$ cat src/rtl/pwm_timer_pkg.sv
// Package: shared constants and the configuration type for the PWM timer.
// Assumes 32-bit register words and byte addressing.
package pwm_timer_pkg;
    localparam int CNT_W    = 10;
    localparam int CLKF_W   = 4;
    localparam int EXP_W    = CLKF_W + 1;
    localparam int MAX_EXP  = 24;
    localparam int CTRL_OFF = 0;
    localparam int CNT_OFF  = 4;
    localparam int EN_BIT   = 0;
    localparam int SYNC_BIT = 11;
    localparam int MODE_BIT = 15;
    localparam int CLKF_LSB = 16;
    localparam int PER_LSB  = 16;
    localparam int PH_LSB   = 0;

    typedef struct packed {
        logic [CNT_W-1:0] period;
        logic [CNT_W-1:0] phase;
        logic [EXP_W-1:0] expo;
    } pwm_cfg_t;
endpackage

$ cat src/rtl/pwm_timer_regs.sv
// Module: register file. Holds the programmed control and count fields,
// serves reads and derives the registered run qualifier.
// Assumes DATA_W >= 26 so every field fits in the word.
module pwm_timer_regs
    import pwm_timer_pkg::*;
#(
    parameter int ADDR_W = 4,
    parameter int DATA_W = 32
) (
    input  logic              clk,
    input  logic              rst_n,
    input  logic              wr_en,
    input  logic [ADDR_W-1:0] addr,
    input  logic [DATA_W-1:0] wdata,
    output logic [DATA_W-1:0] rdata,
    output logic              en_o,
    output logic              sync_o,
    output logic              run_o,
    output pwm_cfg_t          cfg_o
);
    logic              en_q, sync_q, mode_q, run_q;
    logic [CLKF_W-1:0] clkf_q;
    logic [CNT_W-1:0]  per_q, ph_q;
    logic              sel_ctrl, sel_cnt;

    assign sel_ctrl = (addr == ADDR_W'(CTRL_OFF));
    assign sel_cnt  = (addr == ADDR_W'(CNT_OFF));

    // Capture written fields; reserved bits are never stored.
    always_ff @(posedge clk) begin
        if (!rst_n) begin
            en_q   <= 1'b0;
            sync_q <= 1'b0;
            mode_q <= 1'b0;
            clkf_q <= '0;
            per_q  <= '0;
            ph_q   <= '0;
        end else begin
            if (wr_en && sel_ctrl) begin
                en_q   <= wdata[EN_BIT];
                sync_q <= wdata[SYNC_BIT];
                mode_q <= wdata[MODE_BIT];
                clkf_q <= wdata[CLKF_LSB +: CLKF_W];
            end
            if (wr_en && sel_cnt) begin
                per_q <= wdata[PER_LSB +: CNT_W];
                ph_q  <= wdata[PH_LSB +: CNT_W];
            end
        end
    end

    // Run only when enabled and both counts are legal (non-zero).
    always_ff @(posedge clk) begin
        if (!rst_n) run_q <= 1'b0;
        else        run_q <= en_q && (per_q != '0) && (ph_q != '0);
    end

    // Read mux: programmed values, zeros elsewhere.
    always_comb begin
        rdata = '0;
        if (sel_ctrl) begin
            rdata[EN_BIT]                = en_q;
            rdata[SYNC_BIT]              = sync_q;
            rdata[MODE_BIT]              = mode_q;
            rdata[CLKF_LSB +: CLKF_W]    = clkf_q;
        end else if (sel_cnt) begin
            rdata[PER_LSB +: CNT_W]      = per_q;
            rdata[PH_LSB +: CNT_W]       = ph_q;
        end
    end

    assign en_o   = en_q;
    assign sync_o = sync_q;
    assign run_o  = run_q;
    assign cfg_o  = '{period: per_q, phase: ph_q, expo: {clkf_q, mode_q}};
endmodule

$ cat src/rtl/pwm_timer_stage.sv
// Module: active-settings stage. Follows the programmed settings while idle,
// and while running reloads them only at a period boundary with sync low.
module pwm_timer_stage
    import pwm_timer_pkg::*;
(
    input  logic     clk,
    input  logic     rst_n,
    input  logic     run,
    input  logic     sync,
    input  logic     boundary,
    input  pwm_cfg_t cfg_in,
    output pwm_cfg_t cfg_act
);
    // Load the active set when idle or at an unsynced period boundary.
    always_ff @(posedge clk) begin
        if (!rst_n)                         cfg_act <= '0;
        else if (!run || (boundary && !sync)) cfg_act <= cfg_in;
    end
endmodule

$ cat src/rtl/pwm_timer_prescaler.sv
// Module: power-of-two prescaler. Emits a one-cycle tick every 2^expo clocks
// while running; held at zero when idle so every run starts aligned.
// Exponents above MAX_EXP are clamped.
module pwm_timer_prescaler #(
    parameter int EXP_W   = 5,
    parameter int MAX_EXP = 24
) (
    input  logic             clk,
    input  logic             rst_n,
    input  logic             run,
    input  logic [EXP_W-1:0] expo,
    output logic             tick
);
    localparam int SH_W = MAX_EXP + 1;

    logic [MAX_EXP-1:0] cnt_q;
    logic [EXP_W-1:0]   expo_c;
    logic [SH_W-1:0]    span;
    logic [MAX_EXP-1:0] limit;

    // Clamp the exponent and derive the terminal count.
    always_comb begin
        expo_c = (expo > EXP_W'(MAX_EXP)) ? EXP_W'(MAX_EXP) : expo;
        span   = SH_W'(1) << expo_c;
        limit  = MAX_EXP'(span - SH_W'(1));
    end

    assign tick = run && (cnt_q == limit);

    // Count input clocks, wrap at the terminal count.
    always_ff @(posedge clk) begin
        if (!rst_n || !run) cnt_q <= '0;
        else if (tick)      cnt_q <= '0;
        else                cnt_q <= cnt_q + MAX_EXP'(1);
    end
endmodule

$ cat src/rtl/pwm_timer_counter.sv
// Module: period position counter and output compare. Advances on each
// prescaled tick, flags the last tick of a period, drives high while the
// position is below the phase count.
module pwm_timer_counter #(
    parameter int CNT_W = 10
) (
    input  logic             clk,
    input  logic             rst_n,
    input  logic             run,
    input  logic             tick,
    input  logic [CNT_W-1:0] period,
    input  logic [CNT_W-1:0] phase,
    output logic [CNT_W-1:0] pos,
    output logic             boundary,
    output logic             pwm
);
    assign boundary = run && tick && (pos == period - CNT_W'(1));
    assign pwm      = run && (pos < phase);

    // Step the position once per tick, restart at each boundary.
    always_ff @(posedge clk) begin
        if (!rst_n || !run) pos <= '0;
        else if (boundary)  pos <= '0;
        else if (tick)      pos <= pos + CNT_W'(1);
    end
endmodule

$ cat src/rtl/pwm_timer_top.sv
// Module: top of the single-channel PWM timer. Ties the register file,
// active-settings stage, prescaler and period counter together.
// Assumes a synchronous active-low reset and a single clock.
module pwm_timer_top
    import pwm_timer_pkg::*;
#(
    parameter int ADDR_W = 4,
    parameter int DATA_W = 32
) (
    input  logic              clk,
    input  logic              rst_n,
    input  logic              wr_en,
    input  logic [ADDR_W-1:0] addr,
    input  logic [DATA_W-1:0] wdata,
    output logic [DATA_W-1:0] rdata,
    output logic              pwm_out
);
    logic             en_w, sync_w, run_w, tick_w, boundary_w;
    logic [CNT_W-1:0] pos_w;
    pwm_cfg_t         prog_cfg, act_cfg;

    pwm_timer_regs #(.ADDR_W(ADDR_W), .DATA_W(DATA_W)) u_regs (
        .clk(clk), .rst_n(rst_n), .wr_en(wr_en), .addr(addr),
        .wdata(wdata), .rdata(rdata), .en_o(en_w), .sync_o(sync_w),
        .run_o(run_w), .cfg_o(prog_cfg)
    );

    pwm_timer_stage u_stage (
        .clk(clk), .rst_n(rst_n), .run(run_w), .sync(sync_w),
        .boundary(boundary_w), .cfg_in(prog_cfg), .cfg_act(act_cfg)
    );

    pwm_timer_prescaler #(.EXP_W(EXP_W), .MAX_EXP(MAX_EXP)) u_pre (
        .clk(clk), .rst_n(rst_n), .run(run_w), .expo(act_cfg.expo),
        .tick(tick_w)
    );

    pwm_timer_counter #(.CNT_W(CNT_W)) u_cnt (
        .clk(clk), .rst_n(rst_n), .run(run_w), .tick(tick_w),
        .period(act_cfg.period), .phase(act_cfg.phase),
        .pos(pos_w), .boundary(boundary_w), .pwm(pwm_out)
    );
endmodule

$ cat config.mk
export PLATFORM = sky130hd
export DESIGN_NAME = pwm_timer_top
export DESIGN_NICKNAME = d
export VERILOG_FILES = /design/src/rtl/pwm_timer_pkg.sv /design/src/rtl/pwm_timer_regs.sv /design/src/rtl/pwm_timer_stage.sv /design/src/rtl/pwm_timer_prescaler.sv /design/src/rtl/pwm_timer_counter.sv /design/src/rtl/pwm_timer_top.sv
export SDC_FILE = /design/constraint.sdc
export NUM_CORES = 1
export LEC_CHECK = 0
export ABC_AREA = 0
export BUFFER_PORTS_ARGS = -buffer_cell sky130_fd_sc_hd__buf_4
export CAP_MARGIN = 10
export CORE_AREA = 10 10 97 185
export CTS_CLUSTER_SIZE = 16
export DETAILED_ROUTE_END_ITERATION = 8
export DIE_AREA = 0 0 107 195
export PLACE_DENSITY_LB_ADDON = 0.12
export SLEW_MARGIN = 20
export SYNTH_ARGS = -nofsm -noshare
export SYNTH_HDL_FRONTEND = slang
export SYNTH_SLANG_ARGS = --single-unit
export TNS_END_PERCENT = 5
$ cat constraint.sdc
create_clock -name clk -period 4.02 [get_ports clk]
set_input_delay 0.603 -clock clk [delete_from_list [all_inputs] [get_ports clk]]
set_output_delay 0.603 -clock clk [all_outputs]
set_load 0.01 [all_outputs]
# After elaboration in Yosys (flattened, before gate mapping)
# Index checks and enable logic that the tools add are counted.
# Widths: inputs -> output; s select.
word_totals:
  register_bits: 87
  elab_cells: 50
classes:
  add_sub_neg: 4
  magnitude_cmp: 2
  eq_ne: 3
  shifts: 1
  mux: 9
  n_reduce_logical: 19
ops:
  columns: ["op", "count"]
  rows:
  - ["$add 24x1->24 const B", 1]
  - ["$eq 24x24->1", 1]
  - ["$shl 1x5->24 const A", 1]
  - ["$sub 24x1->24 const B", 1]
  - ["$mux 10", 2]
  - ["$reduce_bool 10->1", 2]
  - ["$add 10x1->10 const B", 1]
  - ["$eq 10x10->1", 1]
  - ["$lt 10x10->1", 1]
  - ["$sub 10x1->10 const B", 1]
  - ["$logic_and 1x1->1", 9]
  - ["$mux 9", 1]
  - ["$mux 6", 1]
  - ["$gt 5x5->1 const B", 1]
  - ["$mux 5", 1]
  - ["$eq 4x3->1 const B", 1]
  - ["$logic_not 4->1", 1]
  - ["$mux 4", 1]
  - ["$reduce_or 2->1", 2]
  - ["$logic_not 1->1", 3]
  - ["$mux 1", 3]
  - ["$logic_or 1x1->1", 2]

# Logic depth before layout (Yosys ltp)
# Gate-level depths: netlist of run 1.
depth:
  depth_word: 10
  depth_mapped: 18
  ltp_nobuf: 11

# Modules after synthesis
# A second synthesis of run 1 with hierarchy kept.
hier_totals:
  cells_unflattened: 655
  hier_area_um2: 5380.2
modules_own_cells:
  columns: ["mod", "instances", "cells_per_inst", "area_per_inst_um2", "seq_area_each_um2"]
  rows:
  - ["pwm_timer_prescaler", 1, 263, 2005.7, 480.5]
  - ["pwm_timer_regs", 1, 158, 1393.8, 560.5]
  - ["pwm_timer_stage", 1, 111, 1033.5, 500.5]
  - ["pwm_timer_counter", 1, 123, 947.2, 200.2]

# Worst setup path before layout of run 1
# Ideal clock, no wire load.
synth_timing:
  kind: "register -> register"
  start: "register u_stage.cfg_act[3] (netlist bit)"
  end: "register u_stage.cfg_act[0] (netlist bit)"
  setup_ps: 120
  arrival_time_ps: 4115
  t_required_ps: 3900
  slack_ps: -215
  stages_incl_launch_ff: 18
  path_buffers: 6
  path_cell_list: "dfxtp_1 -> buf_2 -> clkbuf_1 -> buf_2 -> nor3_1 -> nand3_1 -> ha_1 -> xnor2_1 -> a2111oi_4 -> o221ai_2 -> or4b_1 -> or4_1 -> buf_2 -> or2_1 -> o41a_1 -> buf_6 -> buf_6 -> mux2i_1"
synth_via:
  elab_chain_cells: 10
synth_lines:
  columns: ["item", "line", "source"]
  rows:
  - ["start: declaration", "pwm_timer_stage.sv:12", "output pwm_cfg_t cfg_act"]
  - ["start signal: assignment", "pwm_timer_stage.sv:17", "else if (!run || (boundary && !sync)) cfg_act <= cfg_in;"]
  - ["$gt 5x5->1", "pwm_timer_prescaler.sv:23", "expo_c = (expo > EXP_W'(MAX_EXP)) ? EXP_W'(MAX_EXP) : expo;"]
  - ["$mux 5 (*)", "pwm_timer_prescaler.sv:23", null]
  - ["$shl 1x5->24 (*)", "pwm_timer_prescaler.sv:24", "span = SH_W'(1) << expo_c;"]
  - ["$sub 24x1->24 (*)", "pwm_timer_prescaler.sv:25", "limit = MAX_EXP'(span - SH_W'(1));"]
  - ["$eq 24x24->1 (*)", "pwm_timer_prescaler.sv:28", "assign tick = run && (cnt_q == limit);"]
  - ["$logic_and 1x1->1 (*)", "pwm_timer_prescaler.sv:28", null]
  - ["$logic_and 1x1->1 (*) (2 in series)", "pwm_timer_counter.sv:17", "assign boundary = run && tick && (pos == period - CNT_W'(1));"]
  - ["$logic_and 1x1->1 (*)", "pwm_timer_stage.sv:17", null]
  - ["$logic_or 1x1->1 (*)", "pwm_timer_stage.sv:17", null]
# Mark *: on every way between the ends. The rest lies on a longest branch, timed or not.
# A chain may end at the register's enable or synchronous reset.

# Final worst setup path of run 1
layout_timing:
  start: "register u_stage.cfg_act[1] (netlist bit)"
  end: "register u_stage.cfg_act[20] (netlist bit)"
# The elaborated chain is that of the path after synthesis.

==> flow_metrics.py, run 1 <==
metrics = {
    "setup_path": {
        "path_cells": "nor2_1 > nand2_1 > ha_1 > xnor2_1 > a2111oi_4 > o221ai_2 > or4b_1 > or4_1 > or2_1 > o41a_1 > buf_4 > mux2i_1",
        "startpoint_type": "flip-flop",
        "slowest_stage": "or4b_1",
        "arrival_ns": 3.99,
        "crit_type": "flip-flop to flip-flop",
        "worst_setup_path_end_kind": "flip-flop",
        "slowest_delay_ns": 0.51,
        "ff2ff_path_depth": 12,
        "cp_max_fo": 25,
        "required_ns": 4.23,
    },
    "pwr": {
        "power_leakage_nw": 2.23,
        "ir_worst_vdd_mv": 0.192,
        "pwr_density_cell_mw_per_mm2": 298,
    },
    "place": {
        "portBuffers": 51,
        "dp_hpwl_um": 10200,
        "gp_congestion": 0.838,
        "post-place-ws_ns": 0.250,
    },
    "clock_network": {
        "postCtsHoldBufs": 0,
        "clk_latency_ns": 0.34,
        "clockBufferDepth": 2,
        "clk_root_buffer_cell": "clkbuf_16",
        "cts.clk_slew.worst_paths_ns": 0.07,
        "clock-sinks": 87,
        "cts_tree": "yes",
        "cts_resized": 0,
        "numCtsBuffers": 9,
        "cts_setup_buffers": 0,
        "htree_levels": 3,
    },
    "global_routing": {
        "grt_pass1_wl_um": 23200,
        "overflow": 0,
        "grt_pass1_vias": 4548,
        "grt_max_degree": 80,
        "grt_util_all_layers": 0.134,
        "antenna_found_initial": 0,
    },
    "final_layout": {
        "drive_above_1_share": 0.132,
        "antenna_cells": 0,
        "layout.cells.most_common_list": "127 x nand2_1, 86 x dfxtp_1, 68 x buf_4",
        "syn_to_final_growth_pct": 14.9,
        "nNetsFinal": 776,
        "final_common_cell": "nand2_1",
    },
    "logic_synthesis": {
        "synth.ff_latch_count": 87,
        "syn_inst": 701,
        "synth_cell_types": 66,
        "syn_avg_cell_area_um2": 7.80,
        "ys_async_sr_fraction": 0,
        "synth_edf_count": 0,
        "yosysWarnings": 0,
        "synth_ff_type": "dfxtp_1",
        "syn_area_mm2": 0.00547,
        "seq_area_frac_synth": 0.318,
    },
    "die": {
        "std_cell_rows": 64,
        "dieArea_mm2": 0.0209,
        "fp.dieW_um": 107,
        "core_region_area_mm2": 0.0151,
        "io_pins": 72,
        "start_util": 0.363,
        "die_h_um": 195,
    },
    "drt": {
        "drt_iter0_markers": 228,
        "ant_nets": 0,
        "vias": 4689,
        "drc": 0,
        "dr.pass1.iters": 4,
        "via_per_inst": 5.06,
        "avgRoutedWirePerCell_um": 15.0,
        "wl_um": 13900,
    },
    "timing": {
        "maxSlewViolCount": 0,
        "whs_ns": 0.462,
        "relSlewSlack": 0.513,
        "fin_tns_setup_ns": 0,
        "fin_worst_skew_ns": 0.00836,
        "grt_setup_unrepaired": "false",
        "finalCriticalPeriod_ns": 3.77,
        "final-hold-violation-count": 0,
        "finalSetupViolations": 0,
        "fin_ws_ns": 0.245,
        "min_period_over_period": 0.939,
        "fmax_ghz": 0.265,
        "tightest_slew_ns": 0.731,
    },
    "flow_run": {
        "max_cap_viol_count": 0,
    },
    "worst_hold_path": {
        "min_path_type": "flip-flop to flip-flop",
        "hold_path_depth": 2,
    },
    "status": {
        "outcome": "completed",
    },
}
==> where the power goes <==
part           internal [W]  switching, W
clock network      0.000505      0.000397
registers          0.000866    0.00000535
logic             0.0000432     0.0000556
total               0.00141      0.000457
==> stage by stage <==
stage,instances,power [W],area (um^2),utilization
2_1_floorplan,710,0.000956,5540,-
3_3_place_gp,911,0.000990,5960,0.396
3_5_place_dp,911,0.000991,5960,0.396
4_1_cts,927,0.00190,6280,0.417
5_1_grt,927,0.00194,6280,0.417
6_report,927,0.00187,6280,0.417
==> flip-flops by register name (all words and copies together) (netlist names) <==
name / flops
u_cnt.pos: 10
u_pre.cnt_q: 24
u_regs.clkf_q: 4
u_regs.en_o: 1
u_regs.mode_q: 1
u_regs.per_q: 10
u_regs.ph_q: 10
u_regs.run_o: 1
u_regs.sync_o: 1
u_stage.cfg_act: 25
==> cell usage after synthesis, types with 15 or more instances <==
master / n / share of area
nor4_1: 15 / 0.017
mux2i_1: 29 / 0.053
a21boi_0: 29 / 0.040
nand3_1: 32 / 0.029
dfxtp_1: 87 / 0.32
xor2_1: 29 / 0.046
nor2_1: 45 / 0.031
o21ai_0: 15 / 0.014
and2_1: 26 / 0.030
clkbuf_1: 40 / 0.027
xnor2_1: 21 / 0.034
nand2_1: 127 / 0.087
inv_1: 23 / 0.016
==> cell families (layout without fill, tap and decap cells) <==
group	count (synthesis)	count (layout)	share of synthesized area
xor+xnor	50	50	0.0801
fa+ha+maj	13	13	0.0297
compound gates	124	124	0.169
mux	29	29	0.0531
simple gates	308	308	0.273
other cells	1	10	0.000686
buf+inv	89	108	0.0759
flops	87	87	0.318
==> worst max-delay path: cells and delay by family, from the launching register on <==
family / cells / cell delay, ns
AOI/OAI and AO/OA: 3 / 0.84
xor gates and xnor gates: 1 / 0.16
adders and majority gates: 1 / 0.32
buffers and inverters: 1 / 0.27
DFF: 1 / 0.34
muxes: 1 / 0.17
and+or+nand+nor: 5 / 1.54
==> final timing paths <==
path,end,slack [ns],start
worst min register to register,u_stage.cfg_act[12],0.46,u_stage.cfg_act[12]
worst max register to register,u_stage.cfg_act[20],0.25,u_stage.cfg_act[1]
worst max-delay path,u_stage.cfg_act[20],0.25,u_stage.cfg_act[1]
worst min-delay path,u_stage.cfg_act[12],0.46,u_stage.cfg_act[12]
==> metal layers <==
layer / vias up / wire, um / global-route usage
met3: 12 / 680 / 0.0287
met1: 2132 / 6710 / 0.182
met2: 94 / 6300 / 0.205
li1: 2451 / - / -
met5: - / 0 / 0
met4: 0 / 234 / 0.0449
==> area by class of cell <==
| cell class | instances | area [um^2] |
|---|---|---|
| Multi-Input combinational cell | 534 | 3370 |
| Clock inverter | 7 | 97.6 |
| Clock buffer | 9 | 225 |
| Tap cell | 198 | 248 |
| Inverter | 24 | 90.1 |
| Timing Repair Buffer | 68 | 510 |
| Fill cell | 1637 | 8770 |
| Sequential cell | 87 | 1740 |
No activity file was read; power rests on OpenSTA's default activity.
==> inputs of run 2 (changes only) <==
==> constraint.sdc (replaced) <==
create_clock -name clk -period 4.02 [get_ports clk]
set_input_delay 0.201 -clock clk [delete_from_list [all_inputs] [get_ports clk]]
set_output_delay 0.201 -clock clk [all_outputs]
set_load 0.01 [all_outputs]
==> run 2 against run 1 <==
  * Maximum frequency up 1.7%
  * Clock power decreased by 7.6%
  * Register-to-register slack gained 0.06 ns
  * Routed wire length increased by 1.2%
  * Die area did not move
  * Final cell count shrank 0.32%
  * Sequential share of layout area rose by 0.25 points
  * Highest routed layer unchanged
==> flow_metrics.py, run 2 (synthesis gave the netlist of run 1 again) <==
metrics = {
    "timing": {
        "relSlewSlack": 0.463,
        "fin_tns_setup_ns": 0,
        "finalCriticalPeriod_ns": 3.71,
        "fmax_ghz": 0.269,
        "tightest_slew_ns": 0.803,
        "grt_setup_unrepaired": "false",
        "fin_worst_skew_ns": 0.00968,
        "min_period_over_period": 0.923,
        "maxSlewViolCount": 0,
        "final-hold-violation-count": 0,
        "finalSetupViolations": 0,
    },
    "final_layout": {
        "final_common_cell": "nand2_1",
        "antenna_cells": 0,
        "largestRegisters": "u_stage.cfg_act x25, u_pre.cnt_q x24",
        "syn_to_final_growth_pct": 13.9,
        "nNetsFinal": 773,
        "top_register": "u_stage.cfg_act",
        "largest_register_ffs": 25,
        "layout.cells.most_common_list": "127 x nand2_1, 86 x dfxtp_1, 65 x buf_4",
        "final_core_util": 0.414,
        "drive_above_1_share": 0.128,
    },
    "die": {
        "start_util": 0.363,
        "std_cell_rows": 64,
        "io_pins": 72,
        "die_h_um": 195,
        "core_region_area_mm2": 0.0151,
        "dieArea_mm2": 0.0209,
        "fp.dieW_um": 107,
    },
    "pwr": {
        "p_comb_frac": 0.055,
        "p_sw_w": 0.000461,
        "clkPwrFrac": 0.462,
        "ir_worst_vdd_mv": 0.219,
        "p_seq_frac": 0.484,
        "p_int_w": 0.00134,
        "pwr_density_cell_mw_per_mm2": 289,
        "p_sw_frac": 0.256,
        "power_leakage_nw": 2.19,
    },
    "clock_network": {
        "postCtsHoldBufs": 0,
        "cts_setup_buffers": 0,
        "clk_root_buffer_cell": "clkbuf_16",
        "cts_tree": "yes",
        "htree_levels": 3,
        "cts.clk_slew.worst_paths_ns": 0.07,
        "numCtsBuffers": 9,
        "cts_resized": 0,
        "clockBufferDepth": 2,
        "clk_latency_ns": 0.35,
        "clock-sinks": 87,
    },
    "setup_path": {
        "arrival_ns": 3.93,
        "required_ns": 4.24,
        "worst_setup_path_end_kind": "flip-flop",
        "crit_type": "flip-flop to flip-flop",
        "startpoint_type": "flip-flop",
        "cp_max_fo": 25,
    },
    "drt": {
        "avgRoutedWirePerCell_um": 15.3,
        "dr.pass1.iters": 4,
        "drt_iter0_markers": 246,
        "via_per_inst": 5.10,
        "ant_nets": 0,
        "wl_um": 14100,
        "drc": 0,
        "vias": 4715,
    },
    "global_routing": {
        "grt_pass1_wl_um": 23600,
        "grt_util_all_layers": 0.138,
        "grt_max_degree": 80,
        "overflow": 0,
        "antenna_found_initial": 0,
        "grt_pass1_vias": 4540,
    },
    "place": {
        "gp_congestion": 0.825,
        "portBuffers": 51,
        "dp_hpwl_um": 10200,
    },
    "flow_run": {
        "max_cap_viol_count": 0,
    },
    "worst_hold_path": {
        "min_path_type": "input pin to flip-flop",
    },
    "status": {
        "outcome": "completed",
    },
}
==> run 2: changes by cell type in the layout (fill, tap and decap cells not counted) <==
cell / change
clkinvlp_4: +1
inv_6: +2
bufinv_16: -1
clkinv_2: +1
inv_8: -3
buf_4: -3
==> run 2: stage by stage <==
stage               cells  power, W  setup slack (ns)  cell area [um^2]  hold WS, ns
floorplan             710  0.000956           0.00200              5540        0.346
global placement      908  0.000990             0.322              5940        0.447
detailed placement    908  0.000990             0.287              5940        0.455
CTS                   924   0.00183             0.278              6230       0.0919
global route          924   0.00187            0.0788              6230        0.109
finish                924   0.00180             0.308              6230        0.108
==> run 2: power by group through the flow <==
stage | Combinational [W] | Sequential (W) | Clock [W]
4_1_cts | 0.0000989 | 0.000871 | 0.000864
2_1_floorplan | 0.0000658 | 0.000890 | 0
3_3_place_gp | 0.0000983 | 0.000892 | 0
3_5_place_dp | 0.0000987 | 0.000892 | 0
5_1_grt | 0.000110 | 0.000872 | 0.000889
6_report | 0.0000983 | 0.000872 | 0.000833
==> run 2: final timing paths <==
kind,from,endpoint,slack (ns),cells after the start
setup / recovery,u_stage.cfg_act[2],u_stage.cfg_act[2],0.31,12
hold / removal,wdata[23],u_regs.per_q[7],0.11,3
setup reg to reg,u_stage.cfg_act[2],u_stage.cfg_act[2],0.31,12
hold reg to reg,u_stage.cfg_act[7],u_stage.cfg_act[7],0.46,2
==> run 2: cell type report <==
class                           instances  area (um^2)
Clock buffer                            9          225
Inverter                               24         90.1
Clock inverter                          7         63.8
Sequential cell                        87         1740
Timing Repair Buffer                   65          488
Fill cell                            1632         8830
Tap cell                              198          248
Multi-Input combinational cell        534         3370
==> run 2: critical path, cell delays in order, from the launching register on <==
cell       delay (ns)
dfxtp_1          0.33
nor3_4           0.21
nand3_1          0.10
ha_1             0.31
xnor2_1          0.16
a2111oi_4        0.29
o221ai_2         0.14
or4b_1           0.50
or4_1            0.46
or2_1            0.27
o41a_1           0.37
buf_4            0.27
mux2i_1          0.17
==> run 2: routing by layer <==
layer	up-vias	wire, um	share of wire	global-route usage
met4	0	180	0.013	0.0469
met2	80	6480	0.46	0.213
met5	-	0	0	0
li1	2440	-	-	-
met3	11	610	0.043	0.0287
met1	2184	6820	0.48	0.184
==> inputs of run 3 (changes only) <==
BUFFER_PORTS_ARGS = -buffer_cell sky130_fd_sc_hd__buf_2   (was -buffer_cell sky130_fd_sc_hd__buf_4)
==> run 3 against run 2 <==
  * Final cell count rose by 0.43%
  * Total power decreased by 0.32%
  * Maximum frequency increased by 0.71%
  * Largest power group unchanged
  * Core utilization is 0.65 points lower
  * Register-to-register slack improved by 0.03 ns
  * Critical path type unchanged
  * Clock-buffer cell count did not move
  * Final area is 1.6% lower
  * Critical path depth unchanged
  * Non-clock buffer count up 4
  * Clock power about the same
==> flow_metrics.py, run 3 (synthesis gave the netlist of run 1 again) <==
metrics = {
    "timing": {
        "grt_setup_unrepaired": "false",
        "min_period_over_period": 0.917,
        "finalCriticalPeriod_ns": 3.69,
        "final-hold-violation-count": 0,
        "relSlewSlack": 0.451,
        "whs_ns": 0.0970,
        "fin_worst_skew_ns": 0.00626,
        "fin_tns_setup_ns": 0,
        "fmax_ghz": 0.271,
        "finalSetupViolations": 0,
        "maxSlewViolCount": 0,
        "tightest_slew_ns": 0.821,
    },
    "global_routing": {
        "grt_max_degree": 79,
        "grt_pass1_vias": 4563,
        "grt_util_all_layers": 0.136,
        "overflow": 0,
        "antenna_found_initial": 0,
        "grt_pass1_wl_um": 23500,
    },
    "drt": {
        "vias": 4750,
        "highest_layer": "met4",
        "wl_um": 14100,
        "wl_met1_um": 6870,
        "avgRoutedWirePerCell_um": 15.2,
        "drc": 0,
        "via_per_inst": 5.12,
        "wl_met3_um": 509,
        "met2_length_um": 6530,
        "drt_iter0_markers": 244,
        "dr.pass1.iters": 5,
        "ant_nets": 0,
    },
    "pwr": {
        "ir_worst_vdd_mv": 0.177,
        "pwr_density_cell_mw_per_mm2": 293,
        "power_leakage_nw": 2.19,
    },
    "clock_network": {
        "clock-sinks": 87,
        "postCtsHoldBufs": 0,
        "cts_tree": "yes",
        "cts_setup_buffers": 0,
        "clk_latency_ns": 0.35,
        "cts_resized": 0,
        "htree_levels": 3,
        "clk_root_buffer_cell": "clkbuf_16",
        "numCtsBuffers": 9,
        "clockBufferDepth": 2,
        "cts.clk_slew.worst_paths_ns": 0.07,
    },
    "die": {
        "fp.dieW_um": 107,
        "die_h_um": 195,
        "start_util": 0.363,
        "std_cell_rows": 64,
        "dieArea_mm2": 0.0209,
        "core_region_area_mm2": 0.0151,
        "io_pins": 72,
    },
    "worst_hold_path": {
        "hold_path_depth": 3,
        "min_path_type": "input pin to flip-flop",
    },
    "final_layout": {
        "layout.cells.most_common_list": "127 x nand2_1, 86 x dfxtp_1, 51 x buf_2",
        "multi_input_area_mm2": 0.00337,
        "regArea_mm2": 0.00174,
        "fill_cells": 1626,
        "drive_above_1_share": 0.133,
        "antenna_cells": 0,
        "largestRegisters": "u_stage.cfg_act x25, u_pre.cnt_q x24",
        "syn_to_final_growth_pct": 12.1,
        "largest_register_ffs": 25,
        "nNetsFinal": 777,
        "final_common_cell": "nand2_1",
        "top_register": "u_stage.cfg_act",
    },
    "setup_path": {
        "critPathBufInv": 1,
        "required_ns": 4.24,
        "slowest_stage": "or4b_1",
        "startpoint_type": "flip-flop",
        "cp_max_fo": 25,
        "slowest_delay_ns": 0.50,
        "arrival_ns": 3.91,
        "worst_setup_path_end_kind": "flip-flop",
        "cp_top_family": "simple AND/OR/NAND/NOR gates",
        "path_cells": "nor3_4 > nand3_1 > ha_1 > xnor2_1 > a2111oi_4 > o221ai_2 > or4b_1 > or4_1 > or2_1 > o41a_1 > buf_4 > mux2i_1",
        "crit_type": "flip-flop to flip-flop",
        "ff2ff_path_depth": 12,
        "worst-path-stages": 12,
    },
    "place": {
        "dp_hpwl_um": 10200,
        "portBuffers": 51,
        "gp_congestion": 0.844,
    },
    "status": {
        "outcome": "completed",
    },
    "flow_run": {
        "max_cap_viol_count": 0,
    },
}
[run 3: changes by cell type in the layout (fill, tap and decap cells not counted), sizes merged]
cell / previous run / this run
buf: 65 / 69
[run 3: final timing paths]
path | startpoint | endpoint | slack, ns
max | u_stage.cfg_act[2] | u_stage.cfg_act[5] | 0.33
min | wdata[3] | u_regs.ph_q[3] | 0.1
max reg2reg | u_stage.cfg_act[2] | u_stage.cfg_act[5] | 0.33
min reg2reg | u_stage.cfg_act[7] | u_stage.cfg_act[7] | 0.46
[run 3: stage by stage]
stage          setup slack [ns]  power, W  cell area, um^2   util  instances
2_1_floorplan           0.00200  0.000956             5540      -        710
3_3_place_gp              0.363  0.000983             5840  0.388        912
3_5_place_dp              0.298  0.000983             5840  0.388        912
4_1_cts                   0.304   0.00182             6130  0.407        928
5_1_grt                   0.130   0.00186             6130  0.407        928
6_report                  0.334   0.00180             6130  0.407        928
[run 3: cell type report]
type                    count  share of cell area
well taps                 198              0.0404
clock inverters             7              0.0104
clock buffers               9              0.0367
repair buffers             69              0.0637
inverters                  24              0.0147
flip-flops and latches     87               0.284
multi-input cells         534               0.550
[run 3: worst reg2reg max path, cell delays in order, from the launching register on]
cell,delay [ns]
dfxtp_1,0.34
nor3_4,0.21
nand3_1,0.10
ha_1,0.29
xnor2_1,0.16
a2111oi_4,0.30
o221ai_2,0.13
or4b_1,0.50
or4_1,0.46
or2_1,0.27
o41a_1,0.37
buf_4,0.27
mux2i_1,0.18
[run 3: per-layer routing]
metal | track usage | up-vias
li1 | - | 2454
met1 | 0.183 | 2196
met2 | 0.214 | 89
met3 | 0.0244 | 11
met4 | 0.0414 | 0
met5 | 0 | -
[run 3: where the power goes]
part / internal [W] / switching (W)
Clock: 0.000433 / 0.000401
Sequential: 0.000866 / 0.00000533
Combinational: 0.0000360 / 0.0000556
